### src/rtl/assoc_recall_pkg.sv
package assoc_recall_pkg;
   // accumulator width able to hold a count of 0..n
   function automatic int acc_width(input int n);
      return $clog2(n + 1);
   endfunction
   // width of a counter that runs 0..n-1 (at least one bit)
   function automatic int idx_width(input int n);
      return (n > 1) ? $clog2(n) : 1;
   endfunction
endpackage

### src/rtl/rcl_shift_loop.sv
module rcl_shift_loop #(
   parameter int W = 8
) (
   input  logic         clk,
   input  logic         rst_n,
   input  logic         wr,
   input  logic [W-1:0] wdata,
   input  logic         shift_in,
   input  logic         din,
   input  logic         rot,
   output logic [W-1:0] q
);
   // bit 0 is the exit end; rotation feeds it back in at the top
   always_ff @(posedge clk or negedge rst_n) begin
      if (!rst_n)        q <= '0;
      else if (wr)       q <= wdata;
      else if (shift_in) q <= {din, q[W-1:1]};
      else if (rot)      q <= {q[0], q[W-1:1]};
   end
endmodule

### src/rtl/rcl_lane.sv
module rcl_lane #(
   parameter int AW = 4
) (
   input  logic          clk,
   input  logic          rst_n,
   input  logic          clr,
   input  logic          step,
   input  logic          wbit,
   input  logic          sbit,
   input  logic [AW-1:0] thr,
   output logic          fire
);
   logic [AW-1:0] acc;
   logic [AW-1:0] sum;

   assign sum  = acc + {{(AW-1){1'b0}}, (wbit & sbit)};
   assign fire = (sum >= thr);

   always_ff @(posedge clk or negedge rst_n) begin
      if (!rst_n)    acc <= '0;
      else if (clr)  acc <= '0;
      else if (step) acc <= sum;
   end
endmodule

### src/rtl/rcl_ctrl.sv
module rcl_ctrl #(
   parameter int N_UNITS  = 8,
   parameter int MAX_ITER = 4,
   parameter int AW       = 4
) (
   input  logic          clk,
   input  logic          rst_n,
   input  logic          start,
   input  logic          load_en,
   input  logic [AW-1:0] thr_in,
   input  logic          changed,
   output logic          busy,
   output logic          last,
   output logic          clr,
   output logic          done,
   output logic [AW-1:0] thr_q
);
   localparam int CW = assoc_recall_pkg::idx_width(N_UNITS);
   localparam int IW = assoc_recall_pkg::acc_width(MAX_ITER);
   localparam logic [CW-1:0] CNT_LAST = CW'(N_UNITS - 1);
   localparam logic [IW-1:0] ITER_LAST = IW'(MAX_ITER - 1);

   logic [CW-1:0] cnt;
   logic [IW-1:0] iter;

   assign last = busy && (cnt == CNT_LAST);
   assign clr  = !busy || last;

   always_ff @(posedge clk or negedge rst_n) begin
      if (!rst_n) begin
         busy  <= 1'b0;
         cnt   <= '0;
         iter  <= '0;
         done  <= 1'b0;
         thr_q <= '0;
      end else begin
         done <= 1'b0;
         if (!busy) begin
            if (start && !load_en) begin
               busy  <= 1'b1;
               cnt   <= '0;
               iter  <= '0;
               thr_q <= thr_in;
            end
         end else if (cnt == CNT_LAST) begin
            done <= 1'b1;
            cnt  <= '0;
            iter <= iter + 1'b1;
            if (!changed || (iter == ITER_LAST)) busy <= 1'b0;
         end else begin
            cnt <= cnt + 1'b1;
         end
      end
   end
endmodule

### src/rtl/assoc_recall.sv
module assoc_recall #(
   parameter int N_UNITS    = 8,
   parameter int MAX_ITER   = 4,
   parameter bit EARLY_STOP = 1'b1
) (
   input  logic                           clk,
   input  logic                           rst_n,
   input  logic                           load_en,
   input  logic [N_UNITS-1:0]             load_w,
   input  logic                           load_s,
   input  logic                           start,
   input  logic [$clog2(N_UNITS+1)-1:0]   thresh,
   output logic                           busy,
   output logic                           done,
   output logic [N_UNITS-1:0]             state_out
);
   localparam int AW = assoc_recall_pkg::acc_width(N_UNITS);

   if (N_UNITS < 2) begin : g_bad_units
      $error("assoc_recall: N_UNITS must be at least 2");
   end
   if (MAX_ITER < 1) begin : g_bad_iter
      $error("assoc_recall: MAX_ITER must be at least 1");
   end

   logic              last;
   logic              clr;
   logic              changed;
   logic              load_ok;
   logic [AW-1:0]     thr_q;
   logic [N_UNITS-1:0] s_q;
   logic [N_UNITS-1:0] new_vec;
   logic [N_UNITS-1:0] old_vec;
   logic [N_UNITS-1:0] w_tail;

   assign load_ok   = load_en && !busy;
   assign state_out = s_q;
   // one more rotation would restore the pass-start alignment
   assign old_vec   = {s_q[0], s_q[N_UNITS-1:1]};

   if (EARLY_STOP) begin : g_stop_stable
      assign changed = (new_vec != old_vec);
   end else begin : g_run_full
      assign changed = 1'b1;
   end

   rcl_ctrl #(
      .N_UNITS (N_UNITS),
      .MAX_ITER(MAX_ITER),
      .AW      (AW)
   ) u_ctrl (
      .clk    (clk),
      .rst_n  (rst_n),
      .start  (start),
      .load_en(load_en),
      .thr_in (thresh),
      .changed(changed),
      .busy   (busy),
      .last   (last),
      .clr    (clr),
      .done   (done),
      .thr_q  (thr_q)
   );

   rcl_shift_loop #(.W(N_UNITS)) u_state_loop (
      .clk     (clk),
      .rst_n   (rst_n),
      .wr      (last),
      .wdata   (new_vec),
      .shift_in(load_ok),
      .din     (load_s),
      .rot     (busy),
      .q       (s_q)
   );

   for (genvar i = 0; i < N_UNITS; i++) begin : g_row
      logic [N_UNITS-1:0] w_q;

      rcl_shift_loop #(.W(N_UNITS)) u_wloop (
         .clk     (clk),
         .rst_n   (rst_n),
         .wr      (1'b0),
         .wdata   ({N_UNITS{1'b0}}),
         .shift_in(load_ok),
         .din     (load_w[i]),
         .rot     (busy),
         .q       (w_q)
      );
      assign w_tail[i] = w_q[0];

      rcl_lane #(.AW(AW)) u_lane (
         .clk  (clk),
         .rst_n(rst_n),
         .clr  (clr),
         .step (busy),
         .wbit (w_tail[i]),
         .sbit (s_q[0]),
         .thr  (thr_q),
         .fire (new_vec[i])
      );
   end
endmodule

### config.mk
export PLATFORM = sky130hd
export DESIGN_NAME = assoc_recall
export DESIGN_NICKNAME = d
export VERILOG_FILES = /design/src/rtl/assoc_recall_pkg.sv /design/src/rtl/rcl_shift_loop.sv /design/src/rtl/rcl_lane.sv /design/src/rtl/rcl_ctrl.sv /design/src/rtl/assoc_recall.sv
export SDC_FILE = /design/constraint.sdc
export NUM_CORES = 1
export LEC_CHECK = 0
export BUFFER_PORTS_ARGS = -buffer_cell sky130_fd_sc_hd__buf_2
export CAP_MARGIN = 30
export CORE_MARGIN = 8
export CORE_UTILIZATION = 59
export CTS_BUF_LIST = sky130_fd_sc_hd__clkbuf_2 sky130_fd_sc_hd__clkbuf_4 sky130_fd_sc_hd__clkbuf_8
export DETAILED_ROUTE_END_ITERATION = 10
export PLACE_DENSITY = 0.85
export RECOVER_POWER = 100
export SLEW_MARGIN = 20
export SYNTH_ARGS = -nofsm -noshare
export SYNTH_HDL_FRONTEND = slang
export SYNTH_SLANG_ARGS = --single-unit
### constraint.sdc
create_clock -name clk -period 6.7 [get_ports clk]
set_clock_uncertainty 0.15 [all_clocks]
set_input_delay 1.34 -clock clk [delete_from_list [all_inputs] [get_ports clk]]
set_output_delay 1.34 -clock clk [all_outputs]
set_load 0.1 [all_outputs]
==> impl_metrics.csv, run 1 <==
group,metric,value,unit
critical_path,cp.required,7.02,ns
timing,finalCritPeriodShare,0.582,
clock_tree,cts_buffer_depth,2,
hold_path,min_path_type,"reg -> reg",
pwr,p_leak,3.16,nW
synthesis,synth_top_area_frac,0.516,
finish,layout.cells.non_filler,618,
critical_path,cpPeakStageDelay,1.95,ns
floorplanning,die-area,12900,um^2
synthesis,ys_warn_count,0,
flow_run,maxCapViolations,2,
synthesis,synth_area,5620,um^2
clock_tree,hold_buffers,0,
timing,fin_hold_ws,0.346,ns
synthesis,synth_enable_flop_cells,0,
timing,tns,0,ns
timing,slew_headroom,-0.873,
synthesis,synth_flop_cell,"dfrtp_1",
floorplanning,coreArea,9240,um^2
synthesis,syn-num-nets,514,
routing,num_vias,3555,
routing,via_per_inst,5.75,
place,dp_slack,3.34,ns
synthesis,ys_types,34,
global_routing,grt_pass1_wl,18900,um
critical_path,startpoint_type,"input pin",
global_routing,gr-usage-all-layers,0.187,
timing,rsz0062_at_grt,"false",
synthesis,yosysTopAreaCell,"dfrtp_1",
timing,max_freq,256,MHz
clock_tree,clockRootBuffer,"clkbuf_8",
clock_tree,cts_tree,"yes",
synthesis,synth_seq_area_share,0.516,
finish,n_antenna_cell,0,
synthesis,avgSynthCellArea,12.6,um^2
routing,avgRoutedWirePerCell,18.1,um
clock_tree,cts_made_buffers,17,
finish,syn_to_final_growth,11.3,%
clock_tree,post-cts-setup-buffer-count,0,
synthesis,syn_inst,445,
global_routing,grt-busiest-layer,"met2",
timing,timing.final.ws_setup,2.80,ns
timing,finalHoldViolations,0,
global_routing,antenna_found_initial,0,
floorplanning,ios,27,
critical_path,cp_top_family,"buffers and inverters",
clock_tree,cts_sinks,116,
routing,first_pass_iters,4,
global_routing,use_met3,0.0481,
global_routing,grt.overflow.total,0,
timing,setup-violations-final,0,
global_routing,grt_use_met2,0.301,
finish,final_layout_size_suffix_gt1_frac,0.239,
routing,antenna_left,0,
critical_path,critical_path.slowest_cell,"clkbuf_1",
global_routing,grt_start_max_net_pins,66,
floorplanning,start_util,0.609,
place,globalplace.congestion,0.838,
global_routing,met1_usage,0.235,
timing,timing.final.crit_period,3.90,ns
routing,drt_iter0_markers,195,
critical_path,end_kind,"async pin",
critical_path,critical_path_arrival,4.22,ns
synthesis,synth-seq-cells,116,
floorplanning,rows,35,
critical_path,critPathKind,"in -> async",
routing,drt_wl_total,11200,um
pwr,vdd_drop_max,0.000245,V
outcome,status,"finished, violations left",
critical_path,cp_cell_sequence,"clkbuf_1, buf_4",
clock_tree,insertion_delay,0.44,ns
synthesis,async_reset_ff_frac,1.00,
critical_path,path_max_fanout,62,
floorplanning,die_y,114,um
critical_path,worst-path-buf-inv,2,
outcome,violations,"max-capacitance violations, max-slew violations",
synthesis,ys_top_cells_by_area,"dfrtp_1 (52%), mux2_2 (12%), ha_1 (12%)",
timing,final_max_slew_viol_count,102,
clock_tree,clkSlewWorstSetupHoldPaths,0.08,ns
place,dpl.cell_count,586,
global_routing,grt_pass1_vias,3817,
synthesis,synth_most_common_cell,"dfrtp_1",
clock_tree,htree_num_levels,4,
place,dp_hpwl,7270,um
place,portBuffers,26,
finish,nNetsFinal,545,
pwr,power_density,456,nW/um^2
clock_tree,ctsResizeCount,0,
timing,tightest_slew,2.81,ns
synthesis,synth_commonest_cells,"dfrtp_1 (116), mux2_2 (60), ha_1 (52)",
floorplanning,die-width,114,um
routing,route.detailed.drc,0,
per-layer routing:
layer	vias up	wire length, um
li1	1658	-
met5	-	0
met4	0	184
met2	80	5390
met3	18	562
met1	1799	5060
stage by stage:
stage	instance area, um^2	utilization	total power [mW]
finish	6260	0.677	2.86
global route	6260	0.677	3.04
CTS	6290	0.680	2.88
detailed placement	5880	0.636	2.20
global placement	5880	0.636	2.13
floorplan	5620	-	1.93
cell usage in the layout (no fill, tap or decap), types with 13 or more instances in the layout:
master / count
inv_1: 14
and3_1: 16
nand2_1: 18
clkbuf_8: 17
dfrtp_1: 116
ha_1: 52
mux2_2: 60
nor3_1: 16
clkbuf_1: 13
buf_2: 14
nor2_1: 18
o21ai_0: 16
area by class of cell:
cell class              count  area [um^2]
fillers                   646         2980
flip-flops and latches    116         2900
multi-input cells         297         2600
clock buffers              18          241
clock inverters            14          166
well taps                 129          161
repair buffers             29          134
inverters                  15         56.3
cell families (layout without fill, tap and decap cells):
family | after synthesis | after routing | synth area share
AND/OR/NAND/NOR | 109 | 109 | 0.105
multiplexers | 69 | 69 | 0.136
flip-flops | 116 | 116 | 0.516
XOR/XNOR | 17 | 17 | 0.0265
AO/OA/AOI/OAI | 50 | 50 | 0.0788
adder cells (fa/ha/maj) | 52 | 52 | 0.116
buffers and inverters | 32 | 76 | 0.0220
flip-flops by register name, summed over array words and instances, names as in the netlist:
| register | flops |
|---|---|
| u_ctrl.cnt | 3 |
| u_ctrl.iter | 3 |
| u_ctrl.busy | 1 |
| g_row.u_wloop.q | 64 |
| u_state_loop.q | 8 |
| u_ctrl.done | 1 |
| u_ctrl.thr_q | 4 |
| g_row.u_lane.acc | 32 |
where the power goes:
part           switching [mW]  total (mW)  internal [mW]
Combinational           0.671        1.14          0.466
Sequential              0.159        1.06          0.899
Clock                   0.314       0.661          0.347
Total                    1.14        2.86           1.71
final timing paths:
kind | start | slack (ns) | cells after the start | to
setup / recovery | rst_n | 2.80 | 2 | g_row[4].u_wloop.q[5]$_DFFE_PN0P_
hold / removal | g_row[4].u_wloop.q[4]$_DFFE_PN0P_ | 0.35 | 1 | g_row[4].u_wloop.q[3]$_DFFE_PN0P_
setup reg to reg | u_state_loop.q[0]$_DFFE_PN0P_ | 2.97 | 9 | u_ctrl.busy$_DFF_PN0_
hold reg to reg | g_row[4].u_wloop.q[4]$_DFFE_PN0P_ | 0.35 | 1 | g_row[4].u_wloop.q[3]$_DFFE_PN0P_
max in group clk | u_state_loop.q[0]$_DFFE_PN0P_ | 2.97 | 9 | u_ctrl.busy$_DFF_PN0_
min in group asynchronous | rst_n | 1.65 | 1 | g_row[3].u_lane.acc[2]$_DFFE_PN0P_
Note: power is estimated with default switching activity, not from simulation.
==> run 2, diff against run 1 <==
--- a/config.mk
+++ b/config.mk
@@ -8,10 +8,10 @@
 export BUFFER_PORTS_ARGS = -buffer_cell sky130_fd_sc_hd__buf_2
 export CAP_MARGIN = 30
 export CORE_MARGIN = 8
-export CORE_UTILIZATION = 59
+export CORE_UTILIZATION = 57
 export CTS_BUF_LIST = sky130_fd_sc_hd__clkbuf_2 sky130_fd_sc_hd__clkbuf_4 sky130_fd_sc_hd__clkbuf_8
 export DETAILED_ROUTE_END_ITERATION = 10
-export PLACE_DENSITY = 0.85
+export PLACE_DENSITY = 0.86
 export RECOVER_POWER = 100
 export SLEW_MARGIN = 20
 export SYNTH_ARGS = -nofsm -noshare
==> constraint.sdc (replaced) <==
create_clock -name clk -period 3.5 [get_ports clk]
set_clock_uncertainty 0.15 [all_clocks]
set_input_delay 0.7 -clock clk [delete_from_list [all_inputs] [get_ports clk]]
set_output_delay 0.7 -clock clk [all_outputs]
set_load 0.1 [all_outputs]
==> impl_metrics.csv, run 2 (same netlist as run 1, synthesis figures left out) <==
group,metric,value,unit
outcome,status,"finished, violations left",
outcome,violations,"max-capacitance violations, max-slew violations",
routing,antenna_left,0,
floorplanning,ios,27,
critical_path,critical_path_arrival,3.39,ns
routing,first_pass_iters,4,
finish,final_cell_mix,"dfrtp_1 (115), mux2_2 (59), ha_1 (52)",
clock_tree,clockRootBuffer,"clkbuf_8",
finish,final_layout_size_suffix_gt1_frac,0.242,
routing,drt_wl_total,11400,um
pwr,vdd_drop_max,0.000503,V
critical_path,cp.required,3.62,ns
global_routing,grt_pass1_wl,19100,um
timing,tightest_slew,1.77,ns
pwr,p_int,3.29,mW
finish,final_cell_area,6290,um^2
pwr,swShare,0.400,
finish,n_antenna_cell,0,
floorplanning,die_y,115,um
routing,drt_iter0_markers,202,
finish,syn_to_final_growth,11.9,%
clock_tree,clkSlewWorstSetupHoldPaths,0.08,ns
critical_path,startpoint_type,"register",
pwr,p_sw,2.19,mW
routing,avgRoutedWirePerCell,18.3,um
critical_path,path_max_fanout,13,
finish,max_flop_register,"g_row.u_wloop.q",
clock_tree,hold_buffers,0,
timing,max_freq,306,MHz
pwr,combPwrFrac,0.401,
place,globalplace.congestion,0.836,
finish,largest_reg_flops,64,
place,dpl.cell_count,592,
global_routing,grt_start_max_net_pins,53,
timing,tns,0,ns
finish,layout.cells.non_filler,624,
timing,finalCritPeriodShare,0.933,
place,dp_slack,0.217,ns
critical_path,cp_cell_sequence,"and2_0, ha_1, ha_1, xor2_1, ha_1, o21a_1, nor2_1, nor3_1, or4b_1, nor4_1, o311ai_1",
finish,mostFrequentLayoutCell,"dfrtp_1",
critical_path,critical_path.slowest_cell,"or4b_1",
place,portBuffers,26,
critical_path,worst-path-buf-inv,0,
flow_run,maxCapViolations,1,
global_routing,grt_pass1_vias,3863,
global_routing,grt.overflow.total,0,
pwr,power_density,871,nW/um^2
place,dp_hpwl,7830,um
clock_tree,cts_tree,"yes",
global_routing,gr-usage-all-layers,0.189,
finish,final.fill_count,717,
floorplanning,start_util,0.581,
critical_path,cpPeakStageDelay,0.55,ns
timing,timing.final.crit_period,3.27,ns
critical_path,cp_top_family,"simple AND/OR/NAND/NOR gates",
clock_tree,cts_made_buffers,17,
critical_path,crit_top_cell,"ha_1",
routing,num_vias,3561,
floorplanning,die-area,13300,um^2
critical_path,end_kind,"register",
place,place_area,5920,um^2
timing,timing.final.ws_setup,0.234,ns
pwr,power_frac_clock,0.228,
finish,area.sequential,2900,um^2
timing,final_max_slew_viol_count,31,
critical_path,critPathKind,"reg -> reg",
clock_tree,cts_buffer_depth,2,
floorplanning,rows,36,
routing,route.detailed.drc,0,
timing,finalHoldViolations,0,
pwr,finalPower,5.48,mW
clock_tree,cts_sinks,116,
timing,setup-violations-final,0,
finish,utilization,0.650,
clock_tree,htree_num_levels,4,
timing,fin_hold_ws,0.355,ns
timing,slew_headroom,-0.180,
pwr,p_seq_frac,0.371,
pwr,p_leak,3.17,nW
floorplanning,die-width,115,um
finish,multiInputGateArea,2600,um^2
routing,via_per_inst,5.71,
hold_path,min_path_type,"reg -> reg",
timing,rsz0062_at_grt,"false",
finish,reg.largest.list,"g_row.u_wloop.q x64, g_row.u_lane.acc x32, u_state_loop.q x8",
floorplanning,coreArea,9680,um^2
global_routing,antenna_found_initial,0,
finish,nNetsFinal,547,
clock_tree,insertion_delay,0.43,ns
==> run 2: routing by layer <==
layer | track usage | up-vias | routed length (um)
li1 | - | 1662 | -
met1 | 0.223 | 1790 | 4800
met2 | 0.320 | 93 | 5820
met3 | 0.0488 | 16 | 620
met4 | 0.0779 | 0 | 177
met5 | 0 | - | 0
==> run 2: power groups by stage <==
stage,Sequential [mW],Clock [mW],Combinational (mW)
after CTS,2.02,1.27,2.22
after global routing,2.08,1.35,2.40
after floorplan,2.25,0,1.44
after detailed placement,2.04,0,2.20
after global placement,2.01,0,2.08
final,2.03,1.25,2.20
==> run 2: final cells by class <==
class | instances | area share
Multi-Input combinational cell | 297 | 0.412
Sequential cell | 116 | 0.461
Timing Repair Buffer | 31 | 0.0268
Inverter | 15 | 0.00894
Tap cell | 133 | 0.0264
Clock inverter | 15 | 0.0268
Clock buffer | 17 | 0.0372
==> run 2: worst paths after layout <==
| path | start | cells after the start | to | slack (ns) |
|---|---|---|---|---|
| worst max-delay path | u_state_loop.q[0]$_DFFE_PN0P_ | 11 | u_ctrl.busy$_DFF_PN0_ | 0.23 |
| worst min-delay path | g_row[6].u_wloop.q[4]$_DFFE_PN0P_ | 1 | g_row[6].u_wloop.q[3]$_DFFE_PN0P_ | 0.35 |
| worst max register to register | u_state_loop.q[0]$_DFFE_PN0P_ | 11 | u_ctrl.busy$_DFF_PN0_ | 0.23 |
| worst min register to register | g_row[6].u_wloop.q[4]$_DFFE_PN0P_ | 1 | g_row[6].u_wloop.q[3]$_DFFE_PN0P_ | 0.35 |
| max in group asynchronous | rst_n | 2 | u_state_loop.q[0]$_DFFE_PN0P_ | 0.90 |
| min in group asynchronous | rst_n | 1 | g_row[3].u_lane.acc[2]$_DFFE_PN0P_ | 0.59 |
==> run 2: timing repair <==
item / CTS / global route
setup endpoints to repair: 0 / 1
gates resized for setup: 0 / 1
setup buffers: 0 / 0
